**src/rtl/audcmd_pkg.sv**
```systemverilog
package audcmd_pkg;

    localparam int SPK_N  = 4;
    localparam int VOL_W  = 6;
    localparam int SPK_W  = 5;
    localparam int SEL_W  = 3;
    localparam int TONE_W = 4;
    localparam int DB_W   = 9;
    localparam int TDB_W  = 8;
    localparam int UPD_N  = 1 + SPK_N + 3;
    localparam int FINE_MAX = 4;

    localparam int UPD_VOL  = 0;
    localparam int UPD_SPK0 = 1;
    localparam int UPD_SEL  = UPD_SPK0 + SPK_N;
    localparam int UPD_BASS = UPD_SEL + 1;
    localparam int UPD_TREB = UPD_BASS + 1;

    localparam logic [VOL_W-1:0]  VOL_RST  = 6'b111_100;
    localparam logic [SPK_W-1:0]  SPK_RST  = 5'b11_100;
    localparam logic [SEL_W-1:0]  SEL_RST  = 3'd4;
    localparam logic [TONE_W-1:0] TONE_RST = 4'b1110;

    typedef enum logic [2:0] {
        TGT_VOL,
        TGT_SPK,
        TGT_SEL,
        TGT_BASS,
        TGT_TREB
    } tgt_e;

    typedef struct packed {
        tgt_e        tgt;
        logic [1:0]  spk;
        logic [5:0]  field;
        logic        bad;
    } cmd_t;

    function automatic logic signed [DB_W-1:0] vol_half_db(input logic [VOL_W-1:0] c);
        int v;
        v = 20 - 20 * int'(c[5:3]) - 4 * int'(c[2:0]);
        return DB_W'(v);
    endfunction

    function automatic logic signed [DB_W-1:0] spk_half_db(input logic [SPK_W-1:0] c);
        int v;
        v = -20 * int'(c[4:3]) - 4 * int'(c[2:0]);
        return DB_W'(v);
    endfunction

    function automatic logic signed [TDB_W-1:0] tone_half_db(input logic [TONE_W-1:0] c);
        int m;
        int v;
        if (!c[3]) begin
            m = (c[2:0] == 3'd0) ? 1 : int'(c[2:0]);
            v = -30 + 5 * (m - 1);
        end else begin
            m = 7 - int'(c[2:0]);
            if (m > 6) m = 6;
            v = 5 * m;
        end
        return TDB_W'(v);
    endfunction

endpackage

```
**src/rtl/audcmd_link.sv**
```systemverilog
module audcmd_link #(
    parameter logic [7:0] DEV_ADDR = 8'h88
) (
    input  logic       clk,
    input  logic       rst_n,
    input  logic       start_det,
    input  logic       stop_det,
    input  logic       byte_valid,
    input  logic [7:0] byte_data,
    output logic       data_en
);

    typedef enum logic [1:0] {
        ST_IDLE,
        ST_ADDR,
        ST_OPEN,
        ST_SKIP
    } link_e;

    link_e state_q, state_d;
    logic  ctl_evt;

    assign ctl_evt = start_det | stop_det;

    always_ff @(posedge clk or negedge rst_n) begin
        if (!rst_n) state_q <= ST_IDLE;
        else        state_q <= state_d;
    end

    always_comb begin
        state_d = state_q;
        data_en = 1'b0;
        if (start_det) begin
            state_d = ST_ADDR;
        end else if (stop_det) begin
            state_d = ST_IDLE;
        end else begin
            unique case (state_q)
                ST_IDLE: state_d = ST_IDLE;
                ST_ADDR: begin
                    if (byte_valid)
                        state_d = (byte_data == DEV_ADDR) ? ST_OPEN : ST_SKIP;
                end
                ST_OPEN: state_d = ST_OPEN;
                ST_SKIP: state_d = ST_SKIP;
                default: state_d = ST_IDLE;
            endcase
        end
        unique case (state_q)
            ST_OPEN: data_en = byte_valid & ~ctl_evt;
            ST_IDLE, ST_ADDR, ST_SKIP: data_en = 1'b0;
            default: data_en = 1'b0;
        endcase
    end

endmodule

```
**src/rtl/audcmd_decode.sv**
```systemverilog
module audcmd_decode
    import audcmd_pkg::*;
(
    input  logic [7:0] byte_data,
    output cmd_t       cmd
);

    always_comb begin
        cmd.spk   = 2'd0;
        cmd.field = 6'd0;
        cmd.bad   = 1'b0;
        cmd.tgt   = TGT_VOL;
        if (byte_data[7]) begin
            cmd.tgt   = TGT_SPK;
            cmd.spk   = byte_data[6:5];
            cmd.field = {1'b0, byte_data[4:0]};
            cmd.bad   = int'(byte_data[2:0]) > FINE_MAX;
        end else if (!byte_data[6]) begin
            cmd.tgt   = TGT_VOL;
            cmd.field = byte_data[5:0];
            cmd.bad   = int'(byte_data[2:0]) > FINE_MAX;
        end else if (!byte_data[5]) begin
            cmd.tgt   = TGT_SEL;
            cmd.field = {3'd0, byte_data[2:0]};
            cmd.bad   = int'(byte_data[2:0]) > FINE_MAX;
        end else if (!byte_data[4]) begin
            cmd.tgt   = TGT_BASS;
            cmd.field = {2'd0, byte_data[3:0]};
        end else begin
            cmd.tgt   = TGT_TREB;
            cmd.field = {2'd0, byte_data[3:0]};
        end
    end

endmodule

```
**src/rtl/audcmd_regbank.sv**
```systemverilog
module audcmd_regbank
    import audcmd_pkg::*;
(
    input  logic                    clk,
    input  logic                    rst_n,
    input  logic                    cmd_en,
    input  cmd_t                    cmd,
    output logic [VOL_W-1:0]        vol_q,
    output logic [SPK_N*SPK_W-1:0]  spk_q,
    output logic [SEL_W-1:0]        sel_q,
    output logic [TONE_W-1:0]       bass_q,
    output logic [TONE_W-1:0]       treb_q,
    output logic [UPD_N-1:0]        upd_q,
    output logic                    err_q
);

    logic             wr_ok;
    logic [UPD_N-1:0] wr_sel;

    assign wr_ok = cmd_en & ~cmd.bad;

    always_comb begin
        wr_sel = '0;
        if (wr_ok) begin
            unique case (cmd.tgt)
                TGT_VOL:  wr_sel[UPD_VOL]  = 1'b1;
                TGT_SPK:  wr_sel[UPD_SPK0 + int'(cmd.spk)] = 1'b1;
                TGT_SEL:  wr_sel[UPD_SEL]  = 1'b1;
                TGT_BASS: wr_sel[UPD_BASS] = 1'b1;
                TGT_TREB: wr_sel[UPD_TREB] = 1'b1;
                default:  wr_sel = '0;
            endcase
        end
    end

    always_ff @(posedge clk or negedge rst_n) begin
        if (!rst_n) begin
            vol_q  <= VOL_RST;
            sel_q  <= SEL_RST;
            bass_q <= TONE_RST;
            treb_q <= TONE_RST;
            upd_q  <= '0;
            err_q  <= 1'b0;
        end else begin
            if (wr_sel[UPD_VOL])  vol_q  <= cmd.field[VOL_W-1:0];
            if (wr_sel[UPD_SEL])  sel_q  <= cmd.field[SEL_W-1:0];
            if (wr_sel[UPD_BASS]) bass_q <= cmd.field[TONE_W-1:0];
            if (wr_sel[UPD_TREB]) treb_q <= cmd.field[TONE_W-1:0];
            upd_q <= wr_sel;
            err_q <= cmd_en & cmd.bad;
        end
    end

    for (genvar i = 0; i < SPK_N; i++) begin : g_spk
        always_ff @(posedge clk or negedge rst_n) begin
            if (!rst_n)
                spk_q[i*SPK_W +: SPK_W] <= SPK_RST;
            else if (wr_sel[UPD_SPK0 + i])
                spk_q[i*SPK_W +: SPK_W] <= cmd.field[SPK_W-1:0];
        end
    end

endmodule

```
**src/rtl/audcmd_scale.sv**
```systemverilog
module audcmd_scale
    import audcmd_pkg::*;
(
    input  logic [VOL_W-1:0]       vol_q,
    input  logic [SPK_N*SPK_W-1:0] spk_q,
    input  logic [TONE_W-1:0]      bass_q,
    input  logic [TONE_W-1:0]      treb_q,
    output logic [DB_W-1:0]        vol_db,
    output logic [SPK_N*DB_W-1:0]  spk_db,
    output logic [TDB_W-1:0]       bass_db,
    output logic [TDB_W-1:0]       treb_db
);

    assign vol_db  = vol_half_db(vol_q);
    assign bass_db = tone_half_db(bass_q);
    assign treb_db = tone_half_db(treb_q);

    for (genvar i = 0; i < SPK_N; i++) begin : g_spk
        assign spk_db[i*DB_W +: DB_W] = spk_half_db(spk_q[i*SPK_W +: SPK_W]);
    end

endmodule

```
**src/rtl/audcmd_top.sv**
```systemverilog
module audcmd_top
    import audcmd_pkg::*;
#(
    parameter logic [7:0] DEV_ADDR = 8'h88
) (
    input  logic                    clk,
    input  logic                    rst_n,
    input  logic                    start_det,
    input  logic                    stop_det,
    input  logic                    byte_valid,
    input  logic [7:0]              byte_data,
    output logic [VOL_W-1:0]        vol_code,
    output logic [DB_W-1:0]         vol_db,
    output logic [SPK_N*SPK_W-1:0]  spk_code,
    output logic [SPK_N*DB_W-1:0]   spk_db,
    output logic [SEL_W-1:0]        sel_code,
    output logic [TONE_W-1:0]       bass_code,
    output logic [TDB_W-1:0]        bass_db,
    output logic [TONE_W-1:0]       treble_code,
    output logic [TDB_W-1:0]        treble_db,
    output logic [UPD_N-1:0]        upd,
    output logic                    cmd_err
);

    logic data_en;
    cmd_t cmd;

    audcmd_link #(.DEV_ADDR(DEV_ADDR)) link_i (
        .clk        (clk),
        .rst_n      (rst_n),
        .start_det  (start_det),
        .stop_det   (stop_det),
        .byte_valid (byte_valid),
        .byte_data  (byte_data),
        .data_en    (data_en)
    );

    audcmd_decode dec_i (
        .byte_data (byte_data),
        .cmd       (cmd)
    );

    audcmd_regbank regs_i (
        .clk    (clk),
        .rst_n  (rst_n),
        .cmd_en (data_en),
        .cmd    (cmd),
        .vol_q  (vol_code),
        .spk_q  (spk_code),
        .sel_q  (sel_code),
        .bass_q (bass_code),
        .treb_q (treble_code),
        .upd_q  (upd),
        .err_q  (cmd_err)
    );

    audcmd_scale scale_i (
        .vol_q   (vol_code),
        .spk_q   (spk_code),
        .bass_q  (bass_code),
        .treb_q  (treble_code),
        .vol_db  (vol_db),
        .spk_db  (spk_db),
        .bass_db (bass_db),
        .treb_db (treble_db)
    );

endmodule

```
**config.mk**
```make
export PLATFORM = sky130hd
export DESIGN_NAME = audcmd_top
export DESIGN_NICKNAME = d
export VERILOG_FILES = /design/src/rtl/audcmd_pkg.sv /design/src/rtl/audcmd_link.sv /design/src/rtl/audcmd_decode.sv /design/src/rtl/audcmd_regbank.sv /design/src/rtl/audcmd_scale.sv /design/src/rtl/audcmd_top.sv
export SDC_FILE = /design/constraint.sdc
export NUM_CORES = 1
export LEC_CHECK = 0
export BUFFER_PORTS_ARGS = -buffer_cell sky130_fd_sc_hd__buf_2
export CAP_MARGIN = 20
export CORE_ASPECT_RATIO = 1.25
export CORE_UTILIZATION = 57
export CTS_BUF_LIST = sky130_fd_sc_hd__clkbuf_4 sky130_fd_sc_hd__clkbuf_8 sky130_fd_sc_hd__clkbuf_16
export DETAILED_ROUTE_END_ITERATION = 6
export PLACE_DENSITY_LB_ADDON = 0.25
export SLEW_MARGIN = 20
export SYNTH_ARGS = -nofsm -noshare
export SYNTH_HDL_FRONTEND = slang
export SYNTH_SLANG_ARGS = --single-unit
export TNS_END_PERCENT = 30
```
**constraint.sdc**
```tcl
create_clock -name clk -period 6.05 [get_ports clk]
set_clock_uncertainty 0.15 [all_clocks]
set_input_delay 0.9075 -clock clk [delete_from_list [all_inputs] [get_ports clk]]
set_output_delay 0.9075 -clock clk [all_outputs]
set_load 0.02 [all_outputs]
```
==> results.cfg <==
[logic_synthesis]
syn-instance-count = 393
synth_adder_area_share_pct = 26.4
avgSynthCellArea_um2 = 10.1
synth-async-reset-ratio_pct = 100
synth_top_family_by_area = adder cells
synth_compound_area_share_pct = 8.77
ys_warn_count = 0
synth.distinct_cells = 40
synth_xor_area_share_pct = 5.54
synth_area_leaders = ha_1, dfrtp_1, dfstp_2
syn_area_um2 = 3950
synthSimpleGateAreaFrac_pct = 6.81
synthMuxAreaShare_pct = 12.0
ys_seq_elements = 48
yosys.area.top_type = ha_1
synth-edff-count = 0
synth_top_area_share_pct = 24.4
synth_ff_type = dfrtp_1
seq_area_frac_synth_pct = 31.1

[worst_setup_path]
cp_slowest_cell = dfstp_2
cp.arrival_ns = 3.27
cp_num_buf_inv = 4
setup.worst_path.end_class = output pin
crit_chain = inv_1, a21oi_1, ha_1, inv_1, ha_1, inv_1, ha_1, ha_1, ha_1, a21o_1, a21oi_1, xnor2_1, nor2_1, buf_2
path_max_fanout = 6
critPathLaunchType = flop
required_ns = 4.99
cpPeakStageDelay_ns = 0.59
crit_family = adder cells
crit_path_frequent_cell = ha_1
path_class = flop to output pin

[sta]
period_share_pct = 71.5
hold_ws_ns = 0.375
drv_slew = 0
setup_slack_ns = 1.72
worstMarginPinSlew_ns = 0.578
fin_crit_ns = 4.33
rsz0062_at_grt = no
setup_violations = 0
tns_ns = 0
max_freq_ghz = 0.231
timing.slew.headroom_pct = 61.4
hold_viol = 0

[floorplan]
initial_core_util_pct = 59.4
num_io_pins = 120
die_x_um = 76.5
dieArea_um2 = 7270
coreArea_um2 = 6650
rows = 33
dieHeight_um = 95.1

[power_and_ir_drop]
peakVddDrop_uv = 171
leakagePower_nw = 2.63
power_density_nw_per_um2 = 155

[place]
globalplace.congestion = 0.889
placed_cells = 581
dp_slack_ns = 2.02
place_hpwl_um = 6290
io_buffers = 109
postPlaceCellArea_um2 = 4530

[drt]
routedWlPerCell_um = 13.2
viasPerCell = 5.17
wl_um = 7770
dr_total_vias = 3047
antenna_left = 0
remaining_drc_errors = 0
first_iter_violations = 74
first_pass_iters = 4

[global_routing]
grt_max_degree = 49
first_global_vias = 2953
overflow = 0
grt_antenna_before_repair = 0
grt_usage_pct = 22.4
grt_pass1_wl_um = 12900

[clock_network]
ctsResizeCount = 0
cts-root-buf = clkbuf_8
hold_buffers = 0
h-tree-depth = 2
clkSlewWorstSetupHoldPaths_ns = 0.08
cts_buffer_depth = 2
clkLatencyLatePin_ns = 0.30
clock_sinks = 48
cts_buffers = 5
cts_tree = built
post-cts-setup-buffers = 0

[finish]
syn2layout_area_growth_pct = 17.2
nets = 595
final_cell_mix = buf_2, ha_1, inv_1, mux2_2, dfrtp_1
final_area_um2 = 4630
n_fill_cell = 547
drive_gt1_share_pct = 36.9
layout_commonest_cell = buf_2
stdcell_count = 589
n_antenna_cell = 0

[run_status]
status = finished, final reports clean

[run]
maxCapViolCount = 0

[worst_hold_path]
hold_class = flop to flop
[final cells by class]
type                    instances  area (um^2)  area share [%]
multi-input cells             272         2410            52.0
clock inverters                 2         10.0           0.216
well taps                      87          109            2.35
clock buffers                   6         82.6            1.78
flip-flops and latches         48         1230            26.6
repair buffers                109          548            11.8
inverters                      65          244            5.27
[power by group]
| group | internal (mW) | total, mW | switching, mW |
|---|---|---|---|
| clock network | 0.0912 | 0.192 | 0.101 |
| logic | 0.0700 | 0.190 | 0.120 |
| registers | 0.329 | 0.335 | 0.00584 |
| total | 0.491 | 0.718 | 0.228 |
[path summary, 6_finish.rpt]
check,startpoint,endpoint,slack (ns),cells after the start
setup reg to reg,link_i.state_q[0],regs_i.vol_q[0],3.56,4
hold reg to reg,regs_i.sel_q[0],regs_i.sel_q[0],0.37,1
max in group asynchronous,rst_n,regs_i.spk_q[19],4.90,1
setup / recovery,regs_i.bass_q[2],bass_db[6],1.72,14
min in group asynchronous,rst_n,link_i.state_q[0],0.45,1
hold / removal,regs_i.sel_q[0],regs_i.sel_q[0],0.37,1
[logic make-up (layout without fill, tap and decap cells)]
group | count (synthesis) | in the layout
buffers and inverters | 85 | 182
adders and majority gates | 81 | 81
AOI/OAI and AO/OA | 57 | 57
and+or+nand+nor | 54 | 54
DFF | 48 | 48
muxes | 41 | 41
xor gates and xnor gates | 25 | 25
other | 2 | 14
[synthesized netlist by cell type, types with 3 or more instances]
master     n
mux2_4     4
nand2_1   16
mux2_2    36
inv_1     65
o21ai_0   15
nor2b_1    3
a31oi_1    5
o211ai_1   3
a21oi_1   17
o21a_1     3
ha_1      77
nand3_1   10
a211oi_1   4
xor2_1    11
nor2_1    11
buf_4     10
xnor2_1   14
dfrtp_1   25
dfstp_2   23
fa_1       4
a21o_1     6
clkbuf_1   8
[state kept, by name, summed over array words and instances (netlist names)]
signal          count
regs_i.spk_q       20
regs_i.upd_q        8
regs_i.vol_q        6
regs_i.bass_q       4
regs_i.treb_q       4
regs_i.sel_q        3
link_i.state_q      2
regs_i.err_q        1
[metal layers]
| layer | vias to the layer above | part of all wire (%) | global-route usage, % |
|---|---|---|---|
| met5 | - | 0 | 0 |
| met1 | 1467 | 42 | 25.0 |
| li1 | 1503 | - | - |
| met2 | 72 | 53 | 44.1 |
| met3 | 5 | 3.8 | 3.83 |
| met4 | 0 | 0.79 | 5.77 |
[through the flow]
| step | utilization (%) | total power [mW] |
|---|---|---|
| floorplan | - | 0.478 |
| global placement | 68.2 | 0.527 |
| detailed placement | 68.2 | 0.533 |
| CTS | 69.6 | 0.728 |
| global route | 69.6 | 0.758 |
| finish | 69.6 | 0.718 |
Note: power is estimated with default switching activity, not from simulation.
